### config.mk
export PLATFORM = sky130hd
export DESIGN_NAME = ea_unit
export DESIGN_NICKNAME = d
export VERILOG_FILES = /design/src/rtl/ea_pkg.sv /design/src/rtl/ea_width_sel.sv /design/src/rtl/ea_operand_sel.sv /design/src/rtl/ea_adder.sv /design/src/rtl/ea_unit.sv
export SDC_FILE = /design/constraint.sdc
export NUM_CORES = 1
export LEC_CHECK = 0
export BUFFER_PORTS_ARGS = -buffer_cell sky130_fd_sc_hd__buf_4
export CORE_AREA = 3 3 475 477
export CTS_CLUSTER_DIAMETER = 80
export CTS_CLUSTER_SIZE = 40
export DETAILED_ROUTE_END_ITERATION = 10
export DIE_AREA = 0 0 478 480
export GPL_TIMING_DRIVEN = 0
export MAX_ROUTING_LAYER = met4
export PLACE_DENSITY = 0.3
export SETUP_SLACK_MARGIN = 0.1
export SLEW_MARGIN = 20
export SYNTH_ARGS = -nofsm -noshare
export SYNTH_HDL_FRONTEND = slang
export SYNTH_SLANG_ARGS = --single-unit
export TNS_END_PERCENT = 20
### constraint.sdc
create_clock -name clk -period 16.2 [get_ports clk]
set_clock_uncertainty 0.1 [all_clocks]
set_input_delay 3.24 -clock clk [delete_from_list [all_inputs] [get_ports clk]]
set_output_delay 3.24 -clock clk [all_outputs]
set_load 0.005 [all_outputs]
### src/rtl/ea_pkg.sv
// Shared types for the effective address unit.
// Assumes a 2-bit width code and the fixed 16-bit register numbering below.
package ea_pkg;
    typedef enum logic [1:0] {
        AW16 = 2'd0,
        AW32 = 2'd1,
        AW64 = 2'd2
    } aw_e;

    // Register numbers used by the 16-bit pair decode
    localparam int RN_BX = 3;
    localparam int RN_BP = 5;
    localparam int RN_SI = 6;
    localparam int RN_DI = 7;
endpackage

### src/rtl/ea_width_sel.sv
// Resolves the active address width from the mode and the size override.
// Assumes mode code 3 behaves as 64-bit mode.
module ea_width_sel
    import ea_pkg::*;
(
    input  logic [1:0] mode,
    input  logic       asize_ovr,
    output aw_e        width
);
    // Map the mode and override to the address width
    always_comb begin
        unique case (mode)
            2'd0:    width = asize_ovr ? AW32 : AW16;
            2'd1:    width = asize_ovr ? AW16 : AW32;
            default: width = asize_ovr ? AW32 : AW64;
        endcase
    end
endmodule

### src/rtl/ea_operand_sel.sv
// Picks the two register-derived terms of the address sum.
// At 16-bit width: the base pair (or single register) from base_sel[2:0].
// At 32/64-bit width: base or next-instruction pointer, and the scaled index.
// Assumes NREG >= 8 so the fixed 16-bit register numbers exist.
module ea_operand_sel
    import ea_pkg::*;
#(
    parameter int XLEN = 64,
    parameter int NREG = 16,
    localparam int IDXW = $clog2(NREG)
) (
    input  aw_e                   width,
    input  logic                  base_en,
    input  logic [IDXW-1:0]       base_sel,
    input  logic                  index_en,
    input  logic [IDXW-1:0]       index_sel,
    input  logic [1:0]            scale,
    input  logic                  ip_rel,
    input  logic [XLEN-1:0]       next_ip,
    input  logic [NREG*XLEN-1:0]  regs_flat,
    output logic [XLEN-1:0]       term_a,
    output logic [XLEN-1:0]       term_b
);
    logic [XLEN-1:0] rf [NREG];

    // Unpack the flat register bus
    for (genvar g = 0; g < NREG; g++) begin : g_unpack
        assign rf[g] = regs_flat[g*XLEN +: XLEN];
    end

    // Select the terms by width
    always_comb begin
        term_a = '0;
        term_b = '0;
        if (width == AW16) begin
            if (base_en) begin
                unique case (base_sel[2:0])
                    3'd0: begin term_a = rf[RN_BX]; term_b = rf[RN_SI]; end
                    3'd1: begin term_a = rf[RN_BX]; term_b = rf[RN_DI]; end
                    3'd2: begin term_a = rf[RN_BP]; term_b = rf[RN_SI]; end
                    3'd3: begin term_a = rf[RN_BP]; term_b = rf[RN_DI]; end
                    3'd4: term_a = rf[RN_SI];
                    3'd5: term_a = rf[RN_DI];
                    3'd6: term_a = rf[RN_BP];
                    default: term_a = rf[RN_BX];
                endcase
            end
        end else begin
            if (ip_rel)       term_a = next_ip;
            else if (base_en) term_a = rf[base_sel];
            if (index_en)     term_b = rf[index_sel] << scale;
        end
    end
endmodule

### src/rtl/ea_adder.sv
// Three-input address adder with wrap to the active width.
// Assumes XLEN >= 32; the result is zero-extended above the width.
module ea_adder
    import ea_pkg::*;
#(
    parameter int XLEN = 64
) (
    input  aw_e             width,
    input  logic [XLEN-1:0] term_a,
    input  logic [XLEN-1:0] term_b,
    input  logic [XLEN-1:0] disp,
    output logic [XLEN-1:0] sum
);
    localparam logic [XLEN-1:0] MASK16 = {{(XLEN-16){1'b0}}, {16{1'b1}}};
    localparam logic [XLEN-1:0] MASK32 = {{(XLEN-32){1'b0}}, {32{1'b1}}};

    logic [XLEN-1:0] raw;

    // Add the terms and truncate to the width
    always_comb begin
        raw = term_a + term_b + disp;
        unique case (width)
            AW16:    sum = raw & MASK16;
            AW32:    sum = raw & MASK32;
            default: sum = raw;
        endcase
    end
endmodule

### src/rtl/ea_unit.sv
// Effective address unit: width resolution, term selection, add and a
// one-cycle output register with valid flag.
// Assumes register values arrive in the same cycle as the descriptor.
module ea_unit
    import ea_pkg::*;
#(
    parameter int XLEN = 64,
    parameter int NREG = 16,
    localparam int IDXW = $clog2(NREG)
) (
    input  logic                  clk,
    input  logic                  rst_n,
    input  logic                  req_valid,
    input  logic [1:0]            mode,
    input  logic                  asize_ovr,
    input  logic                  base_en,
    input  logic [IDXW-1:0]       base_sel,
    input  logic                  index_en,
    input  logic [IDXW-1:0]       index_sel,
    input  logic [1:0]            scale,
    input  logic [XLEN-1:0]       disp,
    input  logic                  ip_rel,
    input  logic [XLEN-1:0]       next_ip,
    input  logic [NREG*XLEN-1:0]  regs_flat,
    output logic                  ea_valid,
    output logic [XLEN-1:0]       ea
);
    aw_e             width;
    logic [XLEN-1:0] term_a;
    logic [XLEN-1:0] term_b;
    logic [XLEN-1:0] sum;

    ea_width_sel u_width (
        .mode      (mode),
        .asize_ovr (asize_ovr),
        .width     (width)
    );

    ea_operand_sel #(.XLEN(XLEN), .NREG(NREG)) u_opsel (
        .width     (width),
        .base_en   (base_en),
        .base_sel  (base_sel),
        .index_en  (index_en),
        .index_sel (index_sel),
        .scale     (scale),
        .ip_rel    (ip_rel),
        .next_ip   (next_ip),
        .regs_flat (regs_flat),
        .term_a    (term_a),
        .term_b    (term_b)
    );

    ea_adder #(.XLEN(XLEN)) u_add (
        .width  (width),
        .term_a (term_a),
        .term_b (term_b),
        .disp   (disp),
        .sum    (sum)
    );

    // Output register: capture on a valid descriptor, hold otherwise
    always_ff @(posedge clk) begin
        if (!rst_n) begin
            ea_valid <= 1'b0;
            ea       <= '0;
        end else begin
            ea_valid <= req_valid;
            if (req_valid) ea <= sum;
        end
    end

    a_r2_valid_follows: assert property (@(posedge clk) disable iff (!rst_n)
        req_valid |=> ea_valid);
    a_r2_idle_no_valid: assert property (@(posedge clk) disable iff (!rst_n)
        !req_valid |=> !ea_valid);
    a_r2_hold_when_idle: assert property (@(posedge clk) disable iff (!rst_n)
        !req_valid |=> $stable(ea));
    a_r5_w16_upper_zero: assert property (@(posedge clk) disable iff (!rst_n)
        (req_valid && width == AW16) |=> (ea[XLEN-1:16] == '0));
    a_r7_w32_upper_zero: assert property (@(posedge clk) disable iff (!rst_n)
        (req_valid && width == AW32) |=> (ea[XLEN-1:32] == '0));
endmodule

[Word-level counts from Yosys, hierarchy flattened]
Index checks and enable logic that the tools add are counted.
Storage, ports and cells
  register bits: 65
  bits of input ports: 1171
  output and inout bits: 65
  logic and storage cells: 43
Cells by class
  add/sub/neg operators: 2
  $lt $le $gt $ge: 2
  equality and inequality tests: 8
  shifts and indexed selects: 1
  muxes and demuxes: 20
  bitwise operators: 2
  reduce and logical (&&, ||, !) cells: 6
Operators with widths (number)
  2-to-1 mux 64 bit: 11
  binary-select mux 64 bit (select 4 bit): 2
  case mux 64 bit (2 select lines): 2
  case mux 64 bit (3 select lines): 1
  adder 64 bit: 2
  left shift 64 x 2 -> 64 bit: 1
  greater-or-equal comparator 5 bit, second input constant: 2
  NOT 4 -> 5 bit: 2
  equality test 3 bit, second input constant: 3
  equality test 3 x 2 -> 1 bit, second input constant: 2
  equality test 2 x 1 -> 1 bit, second input constant: 2
  zero test 2 bit: 2
  case mux 2 bit (2 select lines): 1
  OR reduction 2 bit: 2
  equality test 3 x 1 -> 1 bit, second input constant: 1
  zero test 3 bit: 1
  OR reduction 3 bit: 1
  2-to-1 mux 1 bit: 2
  2-to-1 mux 2 bit: 1

[Depth between registers and ports, before layout]
  depth after elaboration: 10
  gate-level depth with buffers: 26

[Hierarchy]
From an unflattened synthesis, not the netlist that was laid out.
Second synthesis, totals
  cell total of the unflattened synthesis: 2808
  area total of the unflattened synthesis: 28896.5 um^2
Modules (own cells, without submodules)
  ea_operand_sel: times used 1, cells an instance 1935, area each 21058.9 um^2, seq. area each 0.0 um^2
  ea_adder: times used 1, cells an instance 662, area each 5311.3 um^2, seq. area each 0.0 um^2
  ea_unit: times used 1, cells an instance 208, area each 2489.9 um^2, seq. area each 1301.2 um^2
  ea_width_sel: times used 1, cells an instance 3, area each 36.3 um^2, seq. area each 0.0 um^2

[Worst setup path after synthesis]
No wires, ideal clock.
  path kind: in2reg
  start point: in base_sel[0]
  end point: reg ea[63]
  library setup time: 0.119 ns
  arrival: 8.660 ns
  required time: 15.981 ns
  slack: 7.321 ns
  stages: 22
  path through: buf_2 > clkbuf_1 > buf_1 > mux4_2 > mux4_2 > clkinv_1 > o22ai_1 > a22o_1 > fa_1 > ha_1 > fa_1 > a211oi_1 > nor3b_1 > o21bai_1 > a21oi_1 > o2111ai_1 > nand3_1 > a2111oi_4 > o31ai_1 > a31oi_1 > xnor2_1 > o21ai_1
On the way
  word-level cells in the longest chain between the ends: 10
  elaborated cells between the ends (all ways): 25
  those cells by class: 2 x add/sub; 6 x eq/ne; 12 x mux; 1 x bitwise; 4 x reduce/logical
RTL lines
  start: declaration: line ea_unit.sv:17  | input logic [IDXW-1:0] base_sel,
  NOT 4 -> 5 bit (implied by the code): line ea_operand_sel.sv:50  | else if (base_en) term_a = rf[base_sel];
  binary-select mux 64 bit (select 4 bit): line ea_operand_sel.sv:50
  2-to-1 mux 64 bit (implied by the code) (2 in a row): line ea_operand_sel.sv:50
  2-to-1 mux 64 bit: line ea_operand_sel.sv:50
  2-to-1 mux 64 bit: line ea_operand_sel.sv:49  | if (ip_rel) term_a = next_ip;
  2-to-1 mux 64 bit: line ea_operand_sel.sv:35  | if (width == AW16) begin
  adder 64 bit (*) (2 in a row): line ea_adder.sv:21  | raw = term_a + term_b + disp;
  case mux 64 bit (2 select lines) (*): line ea_adder.sv:22  | unique case (width)
  end signal: assignment: line ea_unit.sv:68  | if (req_valid) ea <= sum;
  end: declaration: line ea_unit.sv:26  | output logic [XLEN-1:0] ea
Mark *: on every way between the ends. The rest lies on a longest branch, timed or not. The select of a mux whose other input is x is not followed.
A chain may end at the register's enable or synchronous reset.

[Worst setup path after layout]
  start point: in base_sel[1]
  end point: reg ea[58]
The elaborated chain is that of the path after synthesis.

==> results.json <==
{
  "gp_routability_congestion": 0.973,
  "synth_area_sq_mm": 0.0273,
  "synth_async_sr_flop_share": 0,
  "floorplan.initialDensity": 0.123,
  "max-cap-violations": 0,
  "cts_max_path_buffers": 2,
  "core-area_sq_mm": 0.222,
  "hpwlAfterDp_um": 308000,
  "final_nets": 5273,
  "timing.setup.tns_ns": 0,
  "power.leakage_uw": 0.0170,
  "status": "finished clean",
  "synth_area_per_cell_sq_um": 10.1,
  "die_area_sq_mm": 0.229,
  "multi_input_comb_area_sq_mm": 0.0241,
  "first_pass_grt_wire_length_um": 424000,
  "cts.root.buffer_cell": "sky130_fd_sc_hd__clkbuf_16",
  "number_of_antenna_violations_at_the_first_check_in_global_routing": 216,
  "first_global_vias": 34100,
  "grt_max_degree": 11,
  "power.switching_uw": 1450,
  "fin_cells": 7101,
  "sequential_cell_area_sq_mm": 0.00130,
  "clk_pin_slew_worst_paths_ns": 0.06,
  "tightestPinTransition_ns": 1.32,
  "route.antenna.remaining_nets": 0,
  "synth-edff-count": 0,
  "period_share": 0.781,
  "nature_of_the_critical_path_startpoint": "input port",
  "max-vdd-ir-drop_mv": 0.0566,
  "cp_slowest_stage_delay_ns": 1.03,
  "grt_setup_unrepaired": "false",
  "post_cts.resized_instances": 0,
  "global_route.usage.total": 0.300,
  "drt_iter0_markers": 3945,
  "drt-wirelength-per-cell_um": 49.1,
  "placement_rows": 173,
  "worst_path_required_ns": 16.32,
  "relSlewSlack": 0.117,
  "critPathSlowestCell": "sky130_fd_sc_hd__o22ai_1",
  "timing.critical_path.fanout_max": 10,
  "layout_min_cycle_time_ns": 12.66,
  "synth_ff_type": "sky130_fd_sc_hd__dfxtp_1",
  "dp.cells": 6939,
  "crit_type": "in -> reg",
  "dr.pass1.iters": 5,
  "worst_setup_path_end_kind": "flip-flop",
  "chipHeight_um": 480,
  "totalWireLength_um": 349000,
  "die_width_um": 478,
  "slew_viol_final": 0,
  "drc": 0,
  "setup-violations-final": 0,
  "internal_power_uw": 1180,
  "yosys_warnings": 0,
  "crit_path_cell_trace": "clkbuf_2 -> clkbuf_1 -> clkbuf_2 -> nand2_1 -> nand2_1 -> clkbuf_1 -> nor2_1 -> o22ai_1 -> a22oi_1 -> fa_1 -> inv_1 -> ha_1 -> clkbuf_1 -> nand4_1 -> or3_1 -> o41ai_2 -> a31oi_1 -> o31ai_2 -> a21oi_1 -> o21bai_1 -> xnor2_1 -> o21ai_1",
  "hold_buf_count_cts": 0,
  "share_comb_of_total_power": 0.847,
  "yosysUniqueCellTypes": 72,
  "drt-vias-per-instance": 4.87,
  "layout-drive-gt1-share": 0.515,
  "critical_path_s_top_delay_family": "compound AO/OA/AOI/OAI gates",
  "cts.htree.levels": 3,
  "yosys_register_bits": 65,
  "num_vias": 34600,
  "p_per_area_mw_per_mm2": 62.8,
  "top_level_ports": 1236,
  "cts_num_sinks": 65,
  "nFillCells": 24900,
  "clock_power_share": 0.074,
  "synthToLayoutAreaGrowth_pct": 53.3,
  "cts_buffers": 9,
  "tritoncts_clock_tree": "yes",
  "netSwitchingFraction": 0.550,
  "preCtsSetupSlack_ns": 3.44,
  "worstSkewPairLatency_ns": 0.35,
  "grt_overflow": 0,
  "share_seq_of_total_power": 0.078,
  "hold_viol": 0,
  "netlist_instances": 2702,
  "hold_path.class": "reg -> reg",
  "cpMostUsedCell": "sky130_fd_sc_hd__clkbuf_1",
  "io_buffers": 1227,
  "layout_setup_ws_ns": 3.54,
  "seq_area_frac_synth": 0.0476,
  "post-cts-setup-buffers": 0,
  "f_max_mhz": 79.0,
  "synthesized_nets": 3999,
  "cp.buffers_inverters": 6,
  "arrival_ns": 12.78
}
[cells in the mapped netlist (all sizes together), types with 53 or more instances]
library cell	count	area, sq um
o21ai	123	616
nand2	253	950
nor2	130	488
dfxtp	65	1300
fa	64	1280
nor2b	53	332
ha	62	776
clkbuf	186	698
a21oi	152	764
inv	213	800
buf	98	444
o22ai	70	444
mux4	575	13000
mux2i	108	1080
[power groups by stage]
stage	combinational (uW)	sequential (uW)	clock (uW)
after global placement	2190	210	0
after global routing	2340	210	205
after detailed placement	2210	210	0
after floorplan	1060	207	0
after CTS	2210	206	200
final	2230	206	196
[path summary, 6_finish.rpt]
check / startpoint / endpoint / slack [ns] / cells past startpoint
min reg2reg: ea[39] / ea[39] / 0.35 / 2
max reg2reg: ea[35] / ea[35] / 15.36 / 3
max: base_sel[1] / ea[58] / 3.54 / 22
min: ea[39] / ea[39] / 0.35 / 2
[layout by cell type, fill, tap and decap left out, drive strengths merged, types with 44 or more instances in the layout]
master	n
fa	64
buf	1358
dfxtp	65
o21ai	123
ha	62
clkbuf	200
a22oi	49
mux2	49
a21oi	152
mux2i	108
o221ai	44
inv	213
nor2	130
nand2	253
nor2b	53
diode	147
mux4	575
o22ai	70
[registers in the layout (all words and copies together) (netlist names)]
register and cells:
ea_valid 1, ea 64
[layer usage]
| metal | vias to the layer above | track usage | share of wire |
|---|---|---|---|
| met1 | 18400 | 0.366 | 0.42 |
| li1 | 13500 | - | - |
| met5 | - | - | 0 |
| met2 | 2209 | 0.471 | 0.46 |
| met3 | 408 | 0.0826 | 0.079 |
| met4 | 0 | 0.111 | 0.040 |
[logic make-up (layout without fill, tap and decap cells)]
group	after synthesis	after routing	share of synthesized area
mux	732	732	0.535
compound gates	661	661	0.159
simple gates	555	555	0.0915
buf+inv	501	1778	0.0717
fa+ha+maj	126	126	0.0753
flops	65	65	0.0476
xor+xnor	62	62	0.0202
other cells	0	147	0
[stage by stage]
stage	utilization	hold slack, ns	instance area [sq um]	power (uW)
floorplan	-	0.342	27300	1270
detailed placement	0.186	0.341	41200	2420
CTS	0.187	0.348	41500	2620
global placement	0.181	0.343	40200	2400
global route	0.189	0.371	41800	2750
finish	0.189	0.346	41900	2630
[area by class of cell]
| type | count | share of cell area |
|---|---|---|
| clock buffer | 11 | 0.00580 |
| multi-input combinational | 2136 | 0.575 |
| clock inverter | 3 | 0.00102 |
| timing repair buffer | 1263 | 0.239 |
| tap | 2975 | 0.0889 |
| antenna | 147 | 0.00878 |
| buffer | 284 | 0.0302 |
| inverter | 217 | 0.0195 |
| sequential | 65 | 0.0311 |
[tightest hold or removal path: stages (launching register included)]
cell,delay (ns)
sky130_fd_sc_hd__dfxtp_1,0.31
sky130_fd_sc_hd__nand2_1,0.05
sky130_fd_sc_hd__o21ai_1,0.05
Power figures use the tool's default switching activity.
